File: config.mk
export PLATFORM = sky130hd
export DESIGN_NAME = blkerase_seq
export DESIGN_NICKNAME = d
export VERILOG_FILES = /design/src/rtl/bes_pkg.sv /design/src/rtl/bes_fsm.sv /design/src/rtl/bes_array.sv /design/src/rtl/blkerase_seq.sv
export SDC_FILE = /design/constraint.sdc
export NUM_CORES = 1
export LEC_CHECK = 0
export BUFFER_PORTS_ARGS = -buffer_cell sky130_fd_sc_hd__buf_2
export CAP_MARGIN = 20
export CORE_UTILIZATION = 35
export CTS_CLUSTER_DIAMETER = 50
export CTS_CLUSTER_SIZE = 28
export DETAILED_ROUTE_END_ITERATION = 8
export GPL_ROUTABILITY_DRIVEN = 0
export PLACE_DENSITY_LB_ADDON = 0.08
export SYNTH_ARGS = -nofsm -noshare
export SYNTH_HDL_FRONTEND = slang
export SYNTH_SLANG_ARGS = --single-unit
File: constraint.sdc
create_clock -name clk -period 11.1 [get_ports clk]
set_input_delay 2.775 -clock clk [delete_from_list [all_inputs] [get_ports clk]]
set_output_delay 2.775 -clock clk [all_outputs]
set_load 0.005 [all_outputs]
File: src/rtl/bes_pkg.sv
package bes_pkg;
  typedef enum logic [2:0] {
    S_IDLE  = 3'd0,
    S_PRE   = 3'd1,
    S_PULSE = 3'd2,
    S_VER   = 3'd3,
    S_SUSP  = 3'd4
  } bes_state_e;

  // status word layout: 7 ready, 6 suspended, 5 erase error, 3 voltage error
  function automatic logic [7:0] stat_word(input logic rdy, input logic sus,
                                           input logic eer, input logic verr);
    return {rdy, sus, eer, 1'b0, verr, 3'b000};
  endfunction

  // true when the pulse just finished brings the block to its erased level
  function automatic logic pulse_erases(input int pulses_before, input int hardness);
    return (pulses_before + 1) >= hardness;
  endfunction
endpackage

File: src/rtl/bes_fsm.sv
module bes_fsm
  import bes_pkg::*;
#(
  parameter int NUM_BLK    = 4,
  parameter int BLK_BYTES  = 16,
  parameter int PULSE_CYC  = 8,
  parameter int MAX_PULSES = 3,
  localparam int BLK_W = $clog2(NUM_BLK),
  localparam int OFF_W = $clog2(BLK_BYTES),
  localparam int CNT_W = $clog2(BLK_BYTES > PULSE_CYC ? BLK_BYTES : PULSE_CYC) + 1,
  localparam int PC_W  = $clog2(MAX_PULSES + 1)
) (
  input  logic             clk,
  input  logic             rst_n,
  input  logic             start_i,
  input  logic [BLK_W-1:0] blk_i,
  input  logic             suspend_i,
  input  logic             resume_i,
  input  logic             clr_i,
  input  logic             vpp_ok_i,
  input  logic [7:0]       ver_byte_i,
  output bes_state_e       st_o,
  output logic [BLK_W-1:0] blk_o,
  output logic [OFF_W-1:0] off_o,
  output logic             pre_we_o,
  output logic             pulse_done_o,
  output logic [PC_W-1:0]  pulses_o,
  output logic             phase_end_o,
  output logic             run_o,
  output logic             eer_o,
  output logic             verr_o
);
  bes_state_e       st_q, resume_st_q, nx;
  logic [CNT_W-1:0] cnt_q;
  logic [PC_W-1:0]  pulses_q;
  logic [BLK_W-1:0] blk_q;
  logic             sp_pend_q, eer_q, verr_q;
  logic             phase_end, fin, fail;

  assign run_o = (st_q == S_PRE) || (st_q == S_PULSE) || (st_q == S_VER);

  // next-phase decode; phase_end marks the safe suspend points
  always_comb begin
    phase_end = 1'b0;
    fin       = 1'b0;
    fail      = 1'b0;
    nx        = S_IDLE;
    case (st_q)
      S_PRE: if (cnt_q == CNT_W'(BLK_BYTES - 1)) begin
        phase_end = 1'b1;
        nx        = S_PULSE;
      end
      S_PULSE: if (cnt_q == CNT_W'(PULSE_CYC - 1)) begin
        phase_end = 1'b1;
        nx        = S_VER;
      end
      S_VER: begin
        if (ver_byte_i != 8'hFF) begin
          if (pulses_q == PC_W'(MAX_PULSES)) fail = 1'b1;
          else begin
            phase_end = 1'b1;
            nx        = S_PULSE;
          end
        end else if (cnt_q == CNT_W'(BLK_BYTES - 1)) begin
          fin = 1'b1;
        end
      end
      default: ;
    endcase
  end

  always_ff @(posedge clk or negedge rst_n) begin
    if (!rst_n) begin
      st_q        <= S_IDLE;
      resume_st_q <= S_IDLE;
      cnt_q       <= '0;
      pulses_q    <= '0;
      blk_q       <= '0;
      sp_pend_q   <= 1'b0;
      eer_q       <= 1'b0;
      verr_q      <= 1'b0;
    end else begin
      if (clr_i) begin
        eer_q  <= 1'b0;
        verr_q <= 1'b0;
      end
      if (suspend_i && run_o) sp_pend_q <= 1'b1;
      if (st_q == S_IDLE) begin
        if (start_i) begin
          if (!vpp_ok_i) begin
            verr_q <= 1'b1;
            eer_q  <= 1'b1;
          end else if (!verr_q) begin
            blk_q    <= blk_i;
            cnt_q    <= '0;
            pulses_q <= '0;
            st_q     <= S_PRE;
          end
        end
      end else if (!vpp_ok_i) begin
        st_q      <= S_IDLE;
        verr_q    <= 1'b1;
        eer_q     <= 1'b1;
        sp_pend_q <= 1'b0;
      end else if (st_q == S_SUSP) begin
        if (resume_i) st_q <= resume_st_q;
      end else if (fin || fail) begin
        st_q      <= S_IDLE;
        sp_pend_q <= 1'b0;
        if (fail) eer_q <= 1'b1;
      end else if (phase_end) begin
        cnt_q <= '0;
        if (st_q == S_PULSE) pulses_q <= pulses_q + 1'b1;
        if (sp_pend_q || suspend_i) begin
          st_q        <= S_SUSP;
          resume_st_q <= nx;
          sp_pend_q   <= 1'b0;
        end else begin
          st_q <= nx;
        end
      end else begin
        cnt_q <= cnt_q + 1'b1;
      end
    end
  end

  assign st_o         = st_q;
  assign blk_o        = blk_q;
  assign off_o        = cnt_q[OFF_W-1:0];
  assign pre_we_o     = (st_q == S_PRE);
  assign pulse_done_o = (st_q == S_PULSE) && phase_end;
  assign pulses_o     = pulses_q;
  assign phase_end_o  = phase_end;
  assign eer_o        = eer_q;
  assign verr_o       = verr_q;
endmodule

File: src/rtl/bes_array.sv
module bes_array
  import bes_pkg::*;
#(
  parameter int NUM_BLK    = 4,
  parameter int BLK_BYTES  = 16,
  parameter int MAX_PULSES = 3,
  parameter int HARD_W     = 3,
  localparam int BLK_W  = $clog2(NUM_BLK),
  localparam int OFF_W  = $clog2(BLK_BYTES),
  localparam int ADDR_W = BLK_W + OFF_W,
  localparam int PC_W   = $clog2(MAX_PULSES + 1)
) (
  input  logic              clk,
  input  logic              rst_n,
  input  logic [BLK_W-1:0]  blk_i,
  input  logic [OFF_W-1:0]  off_i,
  input  logic              pre_we_i,
  input  logic              pulse_done_i,
  input  logic [PC_W-1:0]   pulses_i,
  input  logic [HARD_W-1:0] hard_i,
  input  logic [ADDR_W-1:0] rd_addr_i,
  output logic [7:0]        rd_byte_o,
  output logic [7:0]        ver_byte_o
);
  localparam int DEPTH = NUM_BLK * BLK_BYTES;
  logic [7:0] mem_q [DEPTH];

  always_ff @(posedge clk or negedge rst_n) begin
    if (!rst_n) begin
      for (int i = 0; i < DEPTH; i++) mem_q[i] <= 8'h00;
    end else if (pre_we_i) begin
      mem_q[{blk_i, off_i}] <= 8'h00;
    end else if (pulse_done_i && pulse_erases(int'(pulses_i), int'(hard_i))) begin
      for (int i = 0; i < BLK_BYTES; i++) mem_q[{blk_i, OFF_W'(i)}] <= 8'hFF;
    end
  end

  assign rd_byte_o  = mem_q[rd_addr_i];
  assign ver_byte_o = mem_q[{blk_i, off_i}];
endmodule

File: src/rtl/blkerase_seq.sv
module blkerase_seq
  import bes_pkg::*;
#(
  parameter int NUM_BLK    = 4,
  parameter int BLK_BYTES  = 16,
  parameter int PULSE_CYC  = 8,
  parameter int MAX_PULSES = 3,
  parameter int HARD_W     = 3,
  localparam int BLK_W  = $clog2(NUM_BLK),
  localparam int OFF_W  = $clog2(BLK_BYTES),
  localparam int ADDR_W = BLK_W + OFF_W,
  localparam int PC_W   = $clog2(MAX_PULSES + 1)
) (
  input  logic              clk,
  input  logic              rst_n,
  input  logic              start_i,
  input  logic [BLK_W-1:0]  blk_i,
  input  logic              suspend_i,
  input  logic              resume_i,
  input  logic              clr_i,
  input  logic              vpp_ok_i,
  input  logic [HARD_W-1:0] hard_i,
  input  logic [ADDR_W-1:0] rd_addr_i,
  output logic [7:0]        rd_data_o,
  output logic [7:0]        status_o,
  output logic              ready_o
);
  bes_state_e       st_w;
  logic [BLK_W-1:0] blk_w;
  logic [OFF_W-1:0] off_w;
  logic [PC_W-1:0]  pulses_w;
  logic [7:0]       ver_byte_w, arr_byte_w;
  logic             pre_we_w, pulse_done_w, phase_end_w, run_w, eer_w, verr_w;
  logic             susp_w, hide_w;

  bes_fsm #(
    .NUM_BLK(NUM_BLK), .BLK_BYTES(BLK_BYTES),
    .PULSE_CYC(PULSE_CYC), .MAX_PULSES(MAX_PULSES)
  ) u_fsm (
    .clk(clk), .rst_n(rst_n), .start_i(start_i), .blk_i(blk_i),
    .suspend_i(suspend_i), .resume_i(resume_i), .clr_i(clr_i),
    .vpp_ok_i(vpp_ok_i), .ver_byte_i(ver_byte_w), .st_o(st_w),
    .blk_o(blk_w), .off_o(off_w), .pre_we_o(pre_we_w),
    .pulse_done_o(pulse_done_w), .pulses_o(pulses_w),
    .phase_end_o(phase_end_w), .run_o(run_w), .eer_o(eer_w), .verr_o(verr_w)
  );

  bes_array #(
    .NUM_BLK(NUM_BLK), .BLK_BYTES(BLK_BYTES),
    .MAX_PULSES(MAX_PULSES), .HARD_W(HARD_W)
  ) u_arr (
    .clk(clk), .rst_n(rst_n), .blk_i(blk_w), .off_i(off_w),
    .pre_we_i(pre_we_w), .pulse_done_i(pulse_done_w), .pulses_i(pulses_w),
    .hard_i(hard_i), .rd_addr_i(rd_addr_i), .rd_byte_o(arr_byte_w),
    .ver_byte_o(ver_byte_w)
  );

  assign susp_w   = (st_w == S_SUSP);
  assign ready_o  = !run_w;
  assign status_o = stat_word(!run_w, susp_w, eer_w, verr_w);
  // the block under erase is never visible while the operation is open
  assign hide_w    = run_w || (susp_w && (rd_addr_i[ADDR_W-1:OFF_W] == blk_w));
  assign rd_data_o = hide_w ? status_o : arr_byte_w;
endmodule

==> qor.yml <==
synth_top_family_by_area: "compound AO/OA/AOI/OAI gates"
period_minus_slack_ps: 8730
cts-root-buf: "clkbuf_16"
min-delay-path-class: "reg -> reg"
final_nets: 2090
slew_violations: 0
final_common_cell: "dfrtp_1"
fillers: 7187
numCtsBuffers: 79
pwr-share-seq: 0.338
r2r_end: "u_arr.mem_q[51]$_DFFE_PN0P_"
critical_path_class: "in -> out"
combPwrFrac: 0.233
crit_required_ps: 8330
clk_latency_ps: 630
final-setup-viol-count: 0
dr_total_vias: 19900
synth-compound-area-share: 0.209
drive_above_1_share: 0.222
synth-warning-count: 0
setup_tns_ps: 0
netlist_instances: 2087
yosysSeqAreaShare: 0.486
start_util: 0.356
max_freq_mhz: 115
cts_setup_buffers: 0
r2r-start: "u_fsm.cnt_q[0]$_DFFE_PN0P_"
cts-resized-gates: 0
core_um2: 76500
p_leak_nw: 13.2
synth_edf_count: 0
critPathLaunchType: "input port"
dpl.hpwl_um: 65600
grt_start_max_net_pins: 149
maxCapViolations: 0
mappedNetlistArea_um2: 27200
sw_frac_of_total: 0.355
antenna_found_initial: 7
cts.sinks: 529
io_pins: 35
relSlewSlack: 0.223
finClkSkew_ps: 38.9
synth_fa_ha_area_frac: 0.00276
syn_to_final_growth_pct: 13.4
power_density_nw_per_um2: 198
clk_pin_slew_ps: 60
status: "completed"
antenna_left: 0
die_x_um: 281
yosys.area_share.simple: 0.0511
via_per_inst: 6.28
cts_tree: "built"
clockPowerShare: 0.429
power_switching_mw: 2.17
synth.avg_cell_area_um2: 13.1
wl_um: 102000
cts_hold_buffers: 0
final_util: 0.404
hold_viol: 0
synthMuxAreaShare: 0.209
post_drt_wl_per_cell_um: 32.2
grt_first_pass_wirelength_um: 149000
io_buffers: 30
grt_use_total: 0.262
power_mw: 6.11
max_slew.worst_pin.slew_ps: 1160
drt_iter0_drc: 1961
crit_start: "rd_addr_i[1]"
critPathCapture: "rd_data_o[4]"
synth.distinct_cells: 79
htree_levels: 3
endpoint_kind: "output port"
mostFrequentLayoutCells: "dfrtp_1, o21a_1, mux4_2"
num_rows: 101
gr-total-overflow: 0
p_int_mw: 3.94
rsz0062_at_grt: "no"
grt_pass1_vias: 19900
dieArea_um2: 79000
ff2ff_setup_slack_ps: 5680
cts_max_path_buffers: 3
cp.arrival_ps: 5960
period_share: 0.787
synth_ff_type: "dfrtp_1"
reg2regPathDepth: 9
dieHeight_um: 281
async_flop_share: 1.00
vdd_drop_max_mv: 0.127
path_max_fanout: 80
synth-xor-area-share: 0.000964
synth-seq-cells: 529
drc: 0
drtPass1Iterations: 5
==> registers in the layout, indices dropped and copies added (netlist names), 2 cells and up <==
| name | flops |
|---|---|
| u_arr.mem_q | 512 |
| u_fsm.blk_o | 2 |
| u_fsm.cnt_q | 5 |
| u_fsm.pulses_o | 2 |
| u_fsm.resume_st_q | 2 |
| u_fsm.st_o | 3 |
==> worst min-delay path by stage <==
stage                                           startpoint                          endpoint  cells after the start
after floorplan           u_fsm.resume_st_q[1]$_DFFE_PN0P_  u_fsm.resume_st_q[1]$_DFFE_PN0P_                      1
after global placement    u_fsm.resume_st_q[1]$_DFFE_PN0P_  u_fsm.resume_st_q[1]$_DFFE_PN0P_                      1
after detailed placement  u_fsm.resume_st_q[1]$_DFFE_PN0P_  u_fsm.resume_st_q[1]$_DFFE_PN0P_                      1
after CTS                 u_fsm.resume_st_q[1]$_DFFE_PN0P_  u_fsm.resume_st_q[1]$_DFFE_PN0P_                      1
after global routing          u_arr.mem_q[427]$_DFFE_PN0P_      u_arr.mem_q[427]$_DFFE_PN0P_                      1
final                     u_fsm.resume_st_q[1]$_DFFE_PN0P_  u_fsm.resume_st_q[1]$_DFFE_PN0P_                      1
==> power by group through the flow <==
stage | sequential, mW | combinational [mW] | clock [mW]
6_report | 2.06 | 1.42 | 2.62
5_1_grt | 2.07 | 1.47 | 2.75
4_1_cts | 2.06 | 1.40 | 2.67
3_5_place_dp | 2.10 | 1.40 | 0
3_3_place_gp | 2.09 | 1.39 | 0
2_1_floorplan | 2.00 | 0.962 | 0
==> synthesized netlist by cell type (all sizes together) (4+ instances only) <==
library cell / instances / share of area
and2: 4 / 0.00092
mux2: 32 / 0.014
a221o: 6 / 0.0022
or3b: 10 / 0.0032
mux2i: 108 / 0.040
o21a: 513 / 0.14
nand4: 8 / 0.0021
clkbuf: 84 / 0.012
nand3b: 11 / 0.0032
dfrtp: 529 / 0.49
a221oi: 48 / 0.016
o2111ai: 4 / 0.0013
o22ai: 12 / 0.0030
inv: 14 / 0.0019
and3: 13 / 0.0030
nand3: 33 / 0.0061
o21ai: 28 / 0.0053
a22o: 7 / 0.0023
or3: 4 / 0.00092
a2111oi: 4 / 0.0013
nand2b: 11 / 0.0025
o2bb2ai: 8 / 0.0026
buf: 98 / 0.027
o211ai: 8 / 0.0024
ha: 6 / 0.0028
nor3: 6 / 0.0011
nor2b: 8 / 0.0018
a21oi: 20 / 0.0045
nor3b: 9 / 0.0025
nand2: 109 / 0.015
a22oi: 64 / 0.018
nor2: 32 / 0.0052
a31oi: 8 / 0.0018
mux4: 188 / 0.16
==> routing by layer <==
metal,global-route usage,part of all wire,vias to the layer above
met5,0,0.00027,-
met4,0.0897,0.037,4
met3,0.0587,0.078,212
met2,0.395,0.45,932
met1,0.370,0.44,10600
li1,-,-,8081
==> cell type report <==
type | count | area (um^2) | share of cell area
flip-flops and latches | 529 | 13200 | 0.429
multi-input cells | 1364 | 13000 | 0.419
clock buffers | 89 | 2110 | 0.0682
well taps | 1030 | 1290 | 0.0417
clock inverters | 56 | 659 | 0.0213
repair buffers | 77 | 578 | 0.0187
inverters | 15 | 56.3 | 0.00182
diodes | 2 | 5.00 | 0.000162
==> worst max-delay path, cell delays in order <==
cell and delay [ps]:
buf_6 620, buf_4 540, mux4_2 570, mux4_2 530
mux4_2 520, and3_1 210, buf_2 120
==> cells by family (layout without fill, tap and decap cells) <==
group / count (synthesis) / in the layout
fa+ha+maj: 6 / 6
compound gates: 754 / 754
simple gates: 269 / 269
mux: 328 / 328
xor+xnor: 3 / 3
buf+inv: 197 / 237
flops: 529 / 529
other cells: 1 / 6
==> through the flow <==
step / area [um^2] / hold slack [ps] / std cells / setup slack (ps)
floorplan: 27300 / 435 / 2090 / 2980
global placement: 28100 / 473 / 3014 / 2400
detailed placement: 28100 / 476 / 3014 / 2350
CTS: 30900 / 496 / 3159 / 2350
global route: 30900 / 514 / 3160 / 2260
finish: 30900 / 493 / 3162 / 2370
Note: power is estimated with default switching activity, not from simulation.
